--- src/rtl/tcap_pkg.sv ---
package tcap_pkg;

    typedef enum logic [2:0] {
        ACC_NONE  = 3'd0,
        ACC_RD_LO = 3'd1,
        ACC_RD_HI = 3'd2,
        ACC_WR_LO = 3'd3,
        ACC_WR_HI = 3'd4
    } acc_e;

endpackage

--- src/rtl/tcap_bus_dec.sv ---
module tcap_bus_dec
    import tcap_pkg::*;
#(
    parameter int AW      = 8,
    parameter int ADDR_LO = 8'h86,
    parameter int ADDR_HI = 8'h87
) (
    input  logic [AW-1:0] addr,
    input  logic          rd,
    input  logic          wr,
    output acc_e          acc
);
    localparam logic [AW-1:0] LO_A = AW'(ADDR_LO);
    localparam logic [AW-1:0] HI_A = AW'(ADDR_HI);

    logic hit_lo;
    logic hit_hi;

    assign hit_lo = (addr == LO_A);
    assign hit_hi = (addr == HI_A);

    always_comb begin
        acc = ACC_NONE;
        if (wr) begin
            if (hit_lo)      acc = ACC_WR_LO;
            else if (hit_hi) acc = ACC_WR_HI;
        end else if (rd) begin
            if (hit_lo)      acc = ACC_RD_LO;
            else if (hit_hi) acc = ACC_RD_HI;
        end
    end
endmodule

--- src/rtl/tcap_evt_sel.sv ---
module tcap_evt_sel #(
    parameter int NUM_SRC = 2,
    localparam int SEL_W  = (NUM_SRC > 1) ? $clog2(NUM_SRC) : 1
) (
    input  logic [NUM_SRC-1:0] evt_in,
    input  logic [SEL_W-1:0]   sel,
    input  logic               blocked,
    output logic               fire
);
    logic picked;

    generate
        if (NUM_SRC == 1) begin : g_single
            assign picked = evt_in[0];
        end else begin : g_multi
            always_comb begin
                picked = 1'b0;
                for (int i = 0; i < NUM_SRC; i++) begin
                    if (sel == SEL_W'(i)) picked = evt_in[i];
                end
            end
        end
    endgenerate

    assign fire = picked & ~blocked;
endmodule

--- src/rtl/tcap_core.sv ---
module tcap_core
    import tcap_pkg::*;
#(
    parameter int DW  = 8,
    localparam int RW = 2 * DW
) (
    input  logic          clk,
    input  logic          rst_n,
    input  acc_e          acc,
    input  logic [DW-1:0] wdata,
    input  logic          fire,
    input  logic [RW-1:0] cnt,
    input  logic          peer_rd_lo,
    input  logic [DW-1:0] peer_hi,
    input  logic          peer_wr_hi,
    output logic [RW-1:0] cap_q_o,
    output logic [DW-1:0] tmp_q_o,
    output logic [DW-1:0] rdata
);
    typedef struct packed {
        logic [DW-1:0] tmp;
        logic [RW-1:0] cap;
    } st_t;

    st_t st_d;
    st_t st_q;

    always_comb begin
        st_d = st_q;
        unique case (acc)
            ACC_RD_LO: st_d.tmp = st_q.cap[RW-1:DW];
            ACC_WR_HI: st_d.tmp = wdata;
            ACC_WR_LO: st_d.cap = {st_q.tmp, wdata};
            default: begin
                if (peer_wr_hi)      st_d.tmp = wdata;
                else if (peer_rd_lo) st_d.tmp = peer_hi;
            end
        endcase
        if (fire && (acc != ACC_WR_LO)) st_d.cap = cnt;
    end

    always_ff @(posedge clk or negedge rst_n) begin
        if (!rst_n) st_q <= '0;
        else        st_q <= st_d;
    end

    always_comb begin
        unique case (acc)
            ACC_RD_LO: rdata = st_q.cap[DW-1:0];
            ACC_RD_HI: rdata = st_q.tmp;
            default:   rdata = '0;
        endcase
    end

    assign cap_q_o = st_q.cap;
    assign tmp_q_o = st_q.tmp;
endmodule

--- src/rtl/tcap_reg16.sv ---
module tcap_reg16
    import tcap_pkg::*;
#(
    parameter int AW      = 8,
    parameter int DW      = 8,
    parameter int ADDR_LO = 8'h86,
    parameter int ADDR_HI = 8'h87,
    localparam int RW     = 2 * DW
) (
    input  logic          clk,
    input  logic          rst_n,
    input  logic [RW-1:0] cnt_val,
    input  logic          cap_pin,
    input  logic          cmp_evt,
    input  logic          src_sel,
    input  logic          cap_is_top,
    input  logic [AW-1:0] bus_addr,
    input  logic          bus_rd,
    input  logic          bus_wr,
    input  logic [DW-1:0] bus_wdata,
    output logic [DW-1:0] bus_rdata,
    input  logic          peer_rd_lo,
    input  logic [DW-1:0] peer_hi,
    input  logic          peer_wr_hi,
    output logic [DW-1:0] temp_hi,
    output logic [RW-1:0] cap_val
);
    acc_e acc;
    logic fire;

    tcap_bus_dec #(
        .AW(AW), .ADDR_LO(ADDR_LO), .ADDR_HI(ADDR_HI)
    ) dec_i (
        .addr(bus_addr), .rd(bus_rd), .wr(bus_wr), .acc(acc)
    );

    tcap_evt_sel #(.NUM_SRC(2)) sel_i (
        .evt_in ({cmp_evt, cap_pin}),
        .sel    (src_sel),
        .blocked(cap_is_top),
        .fire   (fire)
    );

    tcap_core #(.DW(DW)) core_i (
        .clk       (clk),
        .rst_n     (rst_n),
        .acc       (acc),
        .wdata     (bus_wdata),
        .fire      (fire),
        .cnt       (cnt_val),
        .peer_rd_lo(peer_rd_lo),
        .peer_hi   (peer_hi),
        .peer_wr_hi(peer_wr_hi),
        .cap_q_o   (cap_val),
        .tmp_q_o   (temp_hi),
        .rdata     (bus_rdata)
    );
endmodule

--- config.mk ---
export PLATFORM = sky130hd
export DESIGN_NAME = tcap_reg16
export DESIGN_NICKNAME = d
export VERILOG_FILES = /design/src/rtl/tcap_pkg.sv /design/src/rtl/tcap_bus_dec.sv /design/src/rtl/tcap_evt_sel.sv /design/src/rtl/tcap_core.sv /design/src/rtl/tcap_reg16.sv
export SDC_FILE = /design/constraint.sdc
export NUM_CORES = 1
export LEC_CHECK = 0
export ABC_AREA = 1
export BUFFER_PORTS_ARGS = -buffer_cell sky130_fd_sc_hd__buf_2
export CORE_ASPECT_RATIO = 1.5
export CORE_MARGIN = 4
export CORE_UTILIZATION = 45
export CTS_BUF_LIST = sky130_fd_sc_hd__clkbuf_8 sky130_fd_sc_hd__clkbuf_16
export DETAILED_ROUTE_END_ITERATION = 6
export HOLD_SLACK_MARGIN = 0.12
export PLACE_DENSITY_LB_ADDON = 0.05
export SYNTH_ARGS = -nofsm -noshare
export SYNTH_HDL_FRONTEND = slang
export SYNTH_HIERARCHICAL = 1
export SYNTH_SLANG_ARGS = --single-unit
--- constraint.sdc ---
create_clock -name clk -period 2.1 [get_ports clk]
set_clock_uncertainty 0.05 [all_clocks]
set_input_delay 0 -clock clk [delete_from_list [all_inputs] [get_ports clk]]
set_output_delay 0 -clock clk [all_outputs]
set_load 0.05 [all_outputs]
==> results of run 1 <==
[cell families after synthesis]
family / share of synthesized area
compound gates: 0.0255
simple gates: 0.502
flops: 0.382
buf+inv: 0.0907
[synthesized netlist by cell type (all sizes together)]
| library cell | n | share of area |
|---|---|---|
| nor3 | 1 | 0.010 |
| dfrtp | 24 | 0.38 |
| nand3 | 38 | 0.12 |
| o21ai | 8 | 0.025 |
| buf | 5 | 0.029 |
| and3 | 1 | 0.0040 |
| inv | 25 | 0.061 |
| nor2 | 10 | 0.041 |
| nand2 | 131 | 0.32 |
[power by group]
group / total [W] / switching, W / internal [W]
registers: 0.000575 / 0.0000526 / 0.000522
clock network: 0.000262 / 0.000134 / 0.000128
logic: 0.000571 / 0.000374 / 0.000198
total: 0.00141 / 0.000561 / 0.000848
[per-stage QoR]
stage	total power, W	hold WS [ps]	util	std cells	instance area, µm²
after CTS	0.00142	171	0.727	408	2460
after global routing	0.00149	215	0.729	409	2470
after floorplan	0.000913	-346	-	243	1570
after detailed placement	0.00107	-38.1	0.593	364	2010
after global placement	0.00106	-35.5	0.593	364	2010
final	0.00141	188	0.729	409	2470
[final cells by class]
cell class,count,area [µm²]
fillers,310,917
well taps,42,52.6
flip-flops and latches,24,601
inverters,25,96.3
clock buffers,3,41.3
repair buffers,126,846
multi-input cells,189,830
[worst paths after layout]
kind	startpoint	to	slack, ps	cells after the start
max in group asynchronous	rst_n	core_i/cap_q_o[5]	1430	2
min in group asynchronous	rst_n	core_i/cap_q_o[4]	200	2
worst min register to register	core_i/cap_q_o[11]	core_i/cap_q_o[11]	470	2
worst max register to register	core_i/cap_q_o[13]	core_i/tmp_q_o[5]	710	5
worst min-delay path	peer_rd_lo	core_i/tmp_q_o[6]	190	6
worst max-delay path	bus_addr[4]	core_i/cap_q_o[7]	240	13
[flip-flops by register name, summed over array words and instances, names as in the netlist]
signal / cells
core_i/tmp_q_o: 8
core_i/cap_q_o: 16
[routing by layer]
layer / wire [µm] / GRT usage / up-vias
met5: 0 / 0 / -
met4: 121 / 0.109 / 0
met3: 330 / 0.0305 / 13
met2: 2630 / 0.433 / 76
met1: 1950 / 0.269 / 912
li1: - / - / 1003
[placed cells by master, fill, tap and decap left out, types with 2 or more instances in the layout]
master         instances
inv_1                 20
nor2_1                 5
nand3_1               37
clkbuf_8               3
nor2_2                 2
inv_2                  4
nand2_2                3
nor2_4                 3
buf_2                 81
o21ai_0                8
dlygate4sd3_1         41
nand2_1              127
dfrtp_1               24
buf_4                  4
[critical path, cell delays in order]
cell	delay, ps
buf_2	90
inv_1	40
nand2_1	80
nor2_4	110
nand3_1	90
nand2_1	110
inv_1	90
nor3_4	210
buf_4	250
nor2_4	120
nand2_1	90
nand3_1	70
dlygate4sd3_1	570
[what timing repair did]
action | in CTS | in global routing
hold buffers | 41 | 0
buffers inserted | 0 | 1
hold endpoints to repair | 48 | 0
setup endpoints to repair | 0 | 7
==> flow_summary.toml, run 1 <==
[status]
status = "completed"

[route]
drcViolationCount = 0
drt_iter0_drc = 72
finalWirelength_um = 5030
viasPerCell = 4.90
vias = 2004
antenna_left = 0
firstDrtPassIters = 4
wl_per_cell_um = 12.3

[job]
cap_viol_max_count = 0

[clock_network]
ctsResizeCount = 0
cts_buffers = 3
cts_buffer_depth = 2
cts-root-buf = "clkbuf_8"
cts_sinks = 24
clkLatencyLatePin_ps = 260
cts_tree = "yes"
cts.clk_slew.worst_paths_ps = 80
cts_max_level = 1

[sta]
fin_crit_sh = 0.887
worst_slew_pin_slew_ps = 551
max_freq_mhz = 537
rsz0062_at_grt = "false"
slew_headroom = 0.633
drv_slew = 0
setup_ws_ps = 238
setup_tns_ps = 0
hold_viol_final = 0
finalCriticalPeriod_ps = 1860
setup_viol = 0

[floorplan]
fp.dieH_um = 80.4
core_area_um2 = 3380
boundaryPins = 82
num_rows = 26
die_area_um2 = 4520
start_util = 0.465
die_w_um = 56.3

[global_route]
first_global_vias = 1935
grt_max_degree = 25
grt_usage = 0.237
antenna_found_initial = 0
grt.overflow.total = 0
grt_pass1_wl_um = 8400

[yosys]
syn_avg_cell_area_um2 = 6.47
synth.distinct_cells = 18
syn_nets = 293
ys_ff_latch = 24
syn_inst = 243
yosys_warnings = 6
yosysSeqAreaShare = 0.382
synthesis.area_um2 = 1570

[critical_path]
cp_max_fo = 16
worst_setup_path_end_kind = "flip-flop"
crit_type = "in2reg"
crit_arrival_ps = 1950
worstPathRequired_ps = 2190
worstSetupStartpointType = "input pin"

[placed_design]
gp_congestion = 0.836
hpwl_um = 3520
pre_cts_slack_ps = 390
port_buffers = 81

[power_and_ir_drop]
power_density_nw_per_um2 = 571
p_leak_nw = 1.39
ir_drop_mv = 0.453

[layout]
area_growth_pct = 56.8
antennaDiodeCount = 0
nets = 419
drive_gt1_frac = 0.283

[hold_path]
hold_class = "in2reg"
Power figures use the tool's default switching activity.
==> run 2, diff against run 1 <==
- SYNTH_HIERARCHICAL: 1 -> default
==> flow_summary.toml, run 2 <==
[status]
status = "completed"

[floorplan]
start_util = 0.464
num_rows = 27
boundaryPins = 82
die_w_um = 58.3
die_area_um2 = 4870
fp.dieH_um = 83.5
core_area_um2 = 3680

[layout]
largest_reg_flops = 16
final_cell_mix = "nand2_1 (87), buf_2 (81), dlygate4sd3_1 (38)"
antennaDiodeCount = 0
nets = 390
drive_gt1_frac = 0.392
area_growth_pct = 50.5
multi_input_area_um2 = 956
postLayoutCellArea_um2 = 2570
regArea_um2 = 601
layout_commonest_cell = "nand2_1"
fillerInstances = 331
fin_cells = 382

[placed_design]
place_area_um2 = 2120
dp_cells = 340
port_buffers = 81
hpwl_um = 3550
gp_congestion = 0.792

[clock_network]
cts_sinks = 24
cts.clk_slew.worst_paths_ps = 90
cts_max_level = 1
ctsResizeCount = 0
cts_buffer_depth = 2
cts_setup_buffers = 0
clkLatencyLatePin_ps = 270
cts_buffers = 3
cts_tree = "yes"
cts-root-buf = "clkbuf_8"

[yosys]
synth.most_common_cell = "nand2_1"
syn_avg_cell_area_um2 = 7.73
yosysTopAreaCell = "dfrtp_1"
yosys_warnings = 0
syn_nets = 271
ys.flop_type = "dfrtp_1"
synth_common_cells = "nand2_1 (87), dfrtp_1 (24), inv_1 (22)"
synth_top_area_frac = 0.352
synth.distinct_cells = 24
synthesis.area_um2 = 1710
yosysSeqAreaShare = 0.352
syn_inst = 221
synth_edf_count = 0
yosys-top-cells-area = "dfrtp_1 (35%), nand2_1 (19%), o211ai_2 (8.1%)"
ys_ff_latch = 24
async_reset_ff_frac = 1.00

[critical_path]
worst-r2r-setup-slack_ps = 640
worstSetupStartpointType = "input pin"
crit_cells = 9
worstPathRequired_ps = 2270
worst_setup_path_end_kind = "flip-flop"
rr_startpoint = "core_i.cap_q_o[14]"
cp_slowest_cell = "dlygate4sd3_1"
crit_chain = "buf_2 > nand2_1 > nor2_2 > a21oi_2 > nor2_8 > nor2_4 > nand2_1 > o211ai_2 > dlygate4sd3_1"
r2r-end = "core_i.tmp_q_o[6]"
timing.critical_path.buf_inv = 2
critPathMostFrequentCell = "nand2_1"
cp_max_fo = 16
slowest_delay_ps = 560
crit_type = "in2reg"
reg2reg_depth = 5
path_delay_family = "simple AND/OR/NAND/NOR gates"
crit_arrival_ps = 1820

[sta]
slew_headroom = 0.614
setup_tns_ps = 0
worst_slew_pin_slew_ps = 579
fin_crit_sh = 0.789
finalCriticalPeriod_ps = 1660
drv_slew = 0
setup_viol = 0
hold_viol_final = 0
max_freq_mhz = 604
rsz0062_at_grt = "false"

[global_route]
grt.overflow.total = 0
first_global_vias = 1977
grt_pass1_wl_um = 8970
antenna_found_initial = 0
grt_usage = 0.233
grt_max_degree = 25

[hold_path]
hold_class = "in2reg"
hold_end = "core_i.tmp_q_o[4]"
min_path_cells = 6
min_from = "peer_hi[4]"

[power_and_ir_drop]
ir_drop_mv = 0.674
p_total_w = 0.00160
p_leak_nw = 1.44
power_density_nw_per_um2 = 624

[route]
wl_per_cell_um = 13.9
drcViolationCount = 0
vias = 1866
finalWirelength_um = 5300
drt_iter0_drc = 61
firstDrtPassIters = 4
antenna_left = 0
viasPerCell = 4.88

[job]
cap_viol_max_count = 0
## run 2: cell types whose count changed after synthesis, sizes merged
cell and change:
a21oi +9, and3 -1, inv +1, mux2 +8, nand2 -33, nand3 -31, nand4 +5, nor2 +12
o211ai +12, o21ai -4
## run 2: logic make-up after synthesis
logic type	synth area share
simple gates	0.382
buf+inv	0.0886
compound gates	0.125
flops	0.352
mux	0.0527
## run 2: cell type report
type / count / share of cell area
Clock buffer: 3 / 0.0161
Clock inverter: 1 / 0.0117
Inverter: 26 / 0.0399
Multi-Input combinational cell: 166 / 0.372
Sequential cell: 24 / 0.234
Tap cell: 43 / 0.0209
Timing Repair Buffer: 119 / 0.306
## run 2: report_power, final
group	leakage (nW)	switching (W)	internal [W]	total [W]
Clock	0.0357	0.000165	0.000255	0.000420
Combinational	1.11	0.000390	0.000214	0.000605
Sequential	0.293	0.0000565	0.000523	0.000580
## run 2: worst max-delay path by stage
stage,startpoint,endpoint
2_1_floorplan,core_i.tmp_q_o[1],bus_rdata[1]
3_3_place_gp,bus_addr[4],bus_rdata[5]
3_5_place_dp,bus_addr[4],bus_rdata[5]
4_1_cts,peer_hi[7],core_i.tmp_q_o[7]
5_1_grt,bus_addr[4],core_i.cap_q_o[5]
6_report,bus_addr[2],core_i.cap_q_o[5]
## run 2: what timing repair did
| action | in CTS | in global routing |
|---|---|---|
| endpoints found under the hold margin | 47 | 0 |
| setup endpoints to repair | 0 | 4 |
| hold buffers | 42 | 0 |
## run 2: tightest hold or removal path, delay by kind of cell
kind                   cells  cell delay, ps
buffers and inverters      1              70
AND/OR/NAND/NOR            4             210
multiplexers               1             140
## run 2: stage by stage
stage / utilization / setup WS [ps] / hold WS [ps]
2_1_floorplan: - / 181 / -346
3_3_place_gp: 0.575 / 608 / -15.7
3_5_place_dp: 0.575 / 585 / -16.9
4_1_cts: 0.709 / 15.2 / 121
5_1_grt: 0.698 / 307 / 143
6_report: 0.698 / 443 / 116
## run 2: per-layer routing
metal  global-route usage  share of wire  up-vias
li1                     -              -      942
met4               0.0633         0.0087        0
met3               0.0279          0.046        5
met2                0.443           0.56       57
met1                0.260           0.39      862
met5                    0              0        -
==> run 3, diff against run 2 <==
- CORE_UTILIZATION: 45 -> 42
- clock period: 2.1 -> 1.4 ns (I/O delays scaled with it)
==> flow_summary.toml, run 3 (synthesized netlist as in run 2, its figures left out) <==
[route]
firstDrtPassIters = 4
drcViolationCount = 0
finalWirelength_um = 5450
antenna_left = 0
viasPerCell = 4.88
vias = 1907
drt_iter0_drc = 50
wl_per_cell_um = 13.9

[sta]
hold_viol_final = 0
setup_ws_ps = 115
drv_slew = 0
setup_viol = 0
finalCriticalPeriod_ps = 1290
fin_crit_sh = 0.918
rsz0062_at_grt = "true"
setup_tns_ps = 0
max_freq_mhz = 778
slew_headroom = 0.618
worst_slew_pin_slew_ps = 573

[floorplan]
die_w_um = 60.1
die_area_um2 = 5170
core_area_um2 = 3920
boundaryPins = 82
start_util = 0.435
fp.dieH_um = 86.1
num_rows = 28

[status]
status = "completed"

[global_route]
antenna_found_initial = 0
grt_max_degree = 25
grt.busiest_layer = "met2"
first_global_vias = 1885
grt.overflow.total = 0
grt_pass1_wl_um = 8930
gr-usage-met2 = 0.413
use_met1 = 0.269
grt_usage = 0.226
grtUsageMet3 = 0.0256

[power_and_ir_drop]
sw_frac_of_total = 0.386
comb_power_share = 0.367
clkPwrFrac = 0.266
ir_drop_mv = 0.834
power_density_nw_per_um2 = 898
power.switching_w = 0.000918
p_int_w = 0.00146
p_leak_nw = 1.48
seqPwrFrac = 0.367

[clock_network]
cts_max_level = 1
cts.clk_slew.worst_paths_ps = 90
cts_buffers = 3
cts_sinks = 24
clkLatencyLatePin_ps = 270
cts_tree = "yes"
cts-root-buf = "clkbuf_8"
cts_buffer_depth = 2

[placed_design]
port_buffers = 81
pre_cts_slack_ps = 15.9
hpwl_um = 3830
dp_cells = 352
place_area_um2 = 2220
gp_congestion = 0.866

[critical_path]
worstPathRequired_ps = 1350
crit_chain = "buf_2 > inv_1 > nand2_1 > nor2_4 > nand2_1 > inv_1 > nand4_1 > buf_4 > o21ai_2 > buf_2"
timing.critical_path.buf_inv = 5
crit_arrival_ps = 1240
crit_cells = 10
cp_slowest_cell = "buf_2"
path_delay_family = "buffers and inverters"
slowest_delay_ps = 270
cp_max_fo = 5
reg2reg_depth = 4
worstSetupStartpointType = "input pin"
crit_type = "in2out"
worst_setup_path_end_kind = "primary output"

[hold_path]
min_path_cells = 6
hold_class = "in2reg"

[layout]
final_cell_mix = "nand2_1 (87), buf_2 (79), dlygate4sd3_1 (33)"
fillerInstances = 362
drive_gt1_frac = 0.431
nets = 397
postLayoutCellArea_um2 = 2650
largest_reg_flops = 16
layout_commonest_cell = "nand2_1"
area_growth_pct = 54.9
antennaDiodeCount = 0
fin_cells = 391

[job]
cap_viol_max_count = 0
-- run 3: cell types whose count changed in the layout (fill, tap and decap cells not counted) --
cell,before,now
clkbuf_4,0,2
buf_12,0,1
o21ai_2,0,4
o21ai_0,4,0
buf_4,0,11
buf_2,81,79
dlygate4sd3_1,38,33
-- run 3: final cells by class --
class                      instances  area [µm²]  share of cell area
clock buffer                       3        41.3              0.0156
clock inverter                     1        30.0              0.0114
inverter                          26         103              0.0388
multi-input combinational        166         971               0.367
sequential                        24         601               0.227
tap                               45        56.3              0.0213
timing repair buffer             126         843               0.319
-- run 3: timing repair --
action,in CTS,in global routing
hold buffers,33,0
endpoints found under the hold margin,47,0
resized for setup,0,2
setup endpoints to repair,0,8
setup buffers,0,2
-- run 3: path summary, 6_finish.rpt --
path                               startpoint                  to  slack, ps
setup / recovery                  bus_addr[5]        bus_rdata[1]        110
hold / removal                     peer_hi[4]   core_i.tmp_q_o[4]        110
setup reg to reg           core_i.cap_q_o[14]   core_i.tmp_q_o[6]        510
hold reg to reg            core_i.cap_q_o[12]  core_i.cap_q_o[12]        470
max in group asynchronous               rst_n   core_i.tmp_q_o[4]        720
min in group asynchronous               rst_n  core_i.cap_q_o[12]        200
-- run 3: through the flow --
stage	util	hold slack (ps)	total power [W]
finish	0.674	108	0.00238
global route	0.674	142	0.00249
CTS	0.669	122	0.00238
detailed placement	0.567	-21.7	0.00169
global placement	0.567	-11.3	0.00169
floorplan	-	-346	0.00143
-- run 3: metal layers --
layer / wire, µm / share of wire
met3: 299 / 0.055
met5: 0 / 0
met4: 79 / 0.014
met1: 2130 / 0.39
met2: 2940 / 0.54
-- run 3: power groups by stage --
stage                     combinational, W  sequential, W  clock, W
final                             0.000872       0.000872  0.000632
after floorplan                   0.000241        0.00119         0
after global routing              0.000938       0.000886  0.000663
after CTS                         0.000876       0.000871  0.000631
after global placement            0.000801       0.000885         0
after detailed placement          0.000805       0.000883         0
-- run 3: worst min-delay path, cell delays in order --
cell     delay [ps]
buf_2            70
mux2_2          130
nand2_1          40
nand2_1          60
nand2_1          50
nand2_1          50
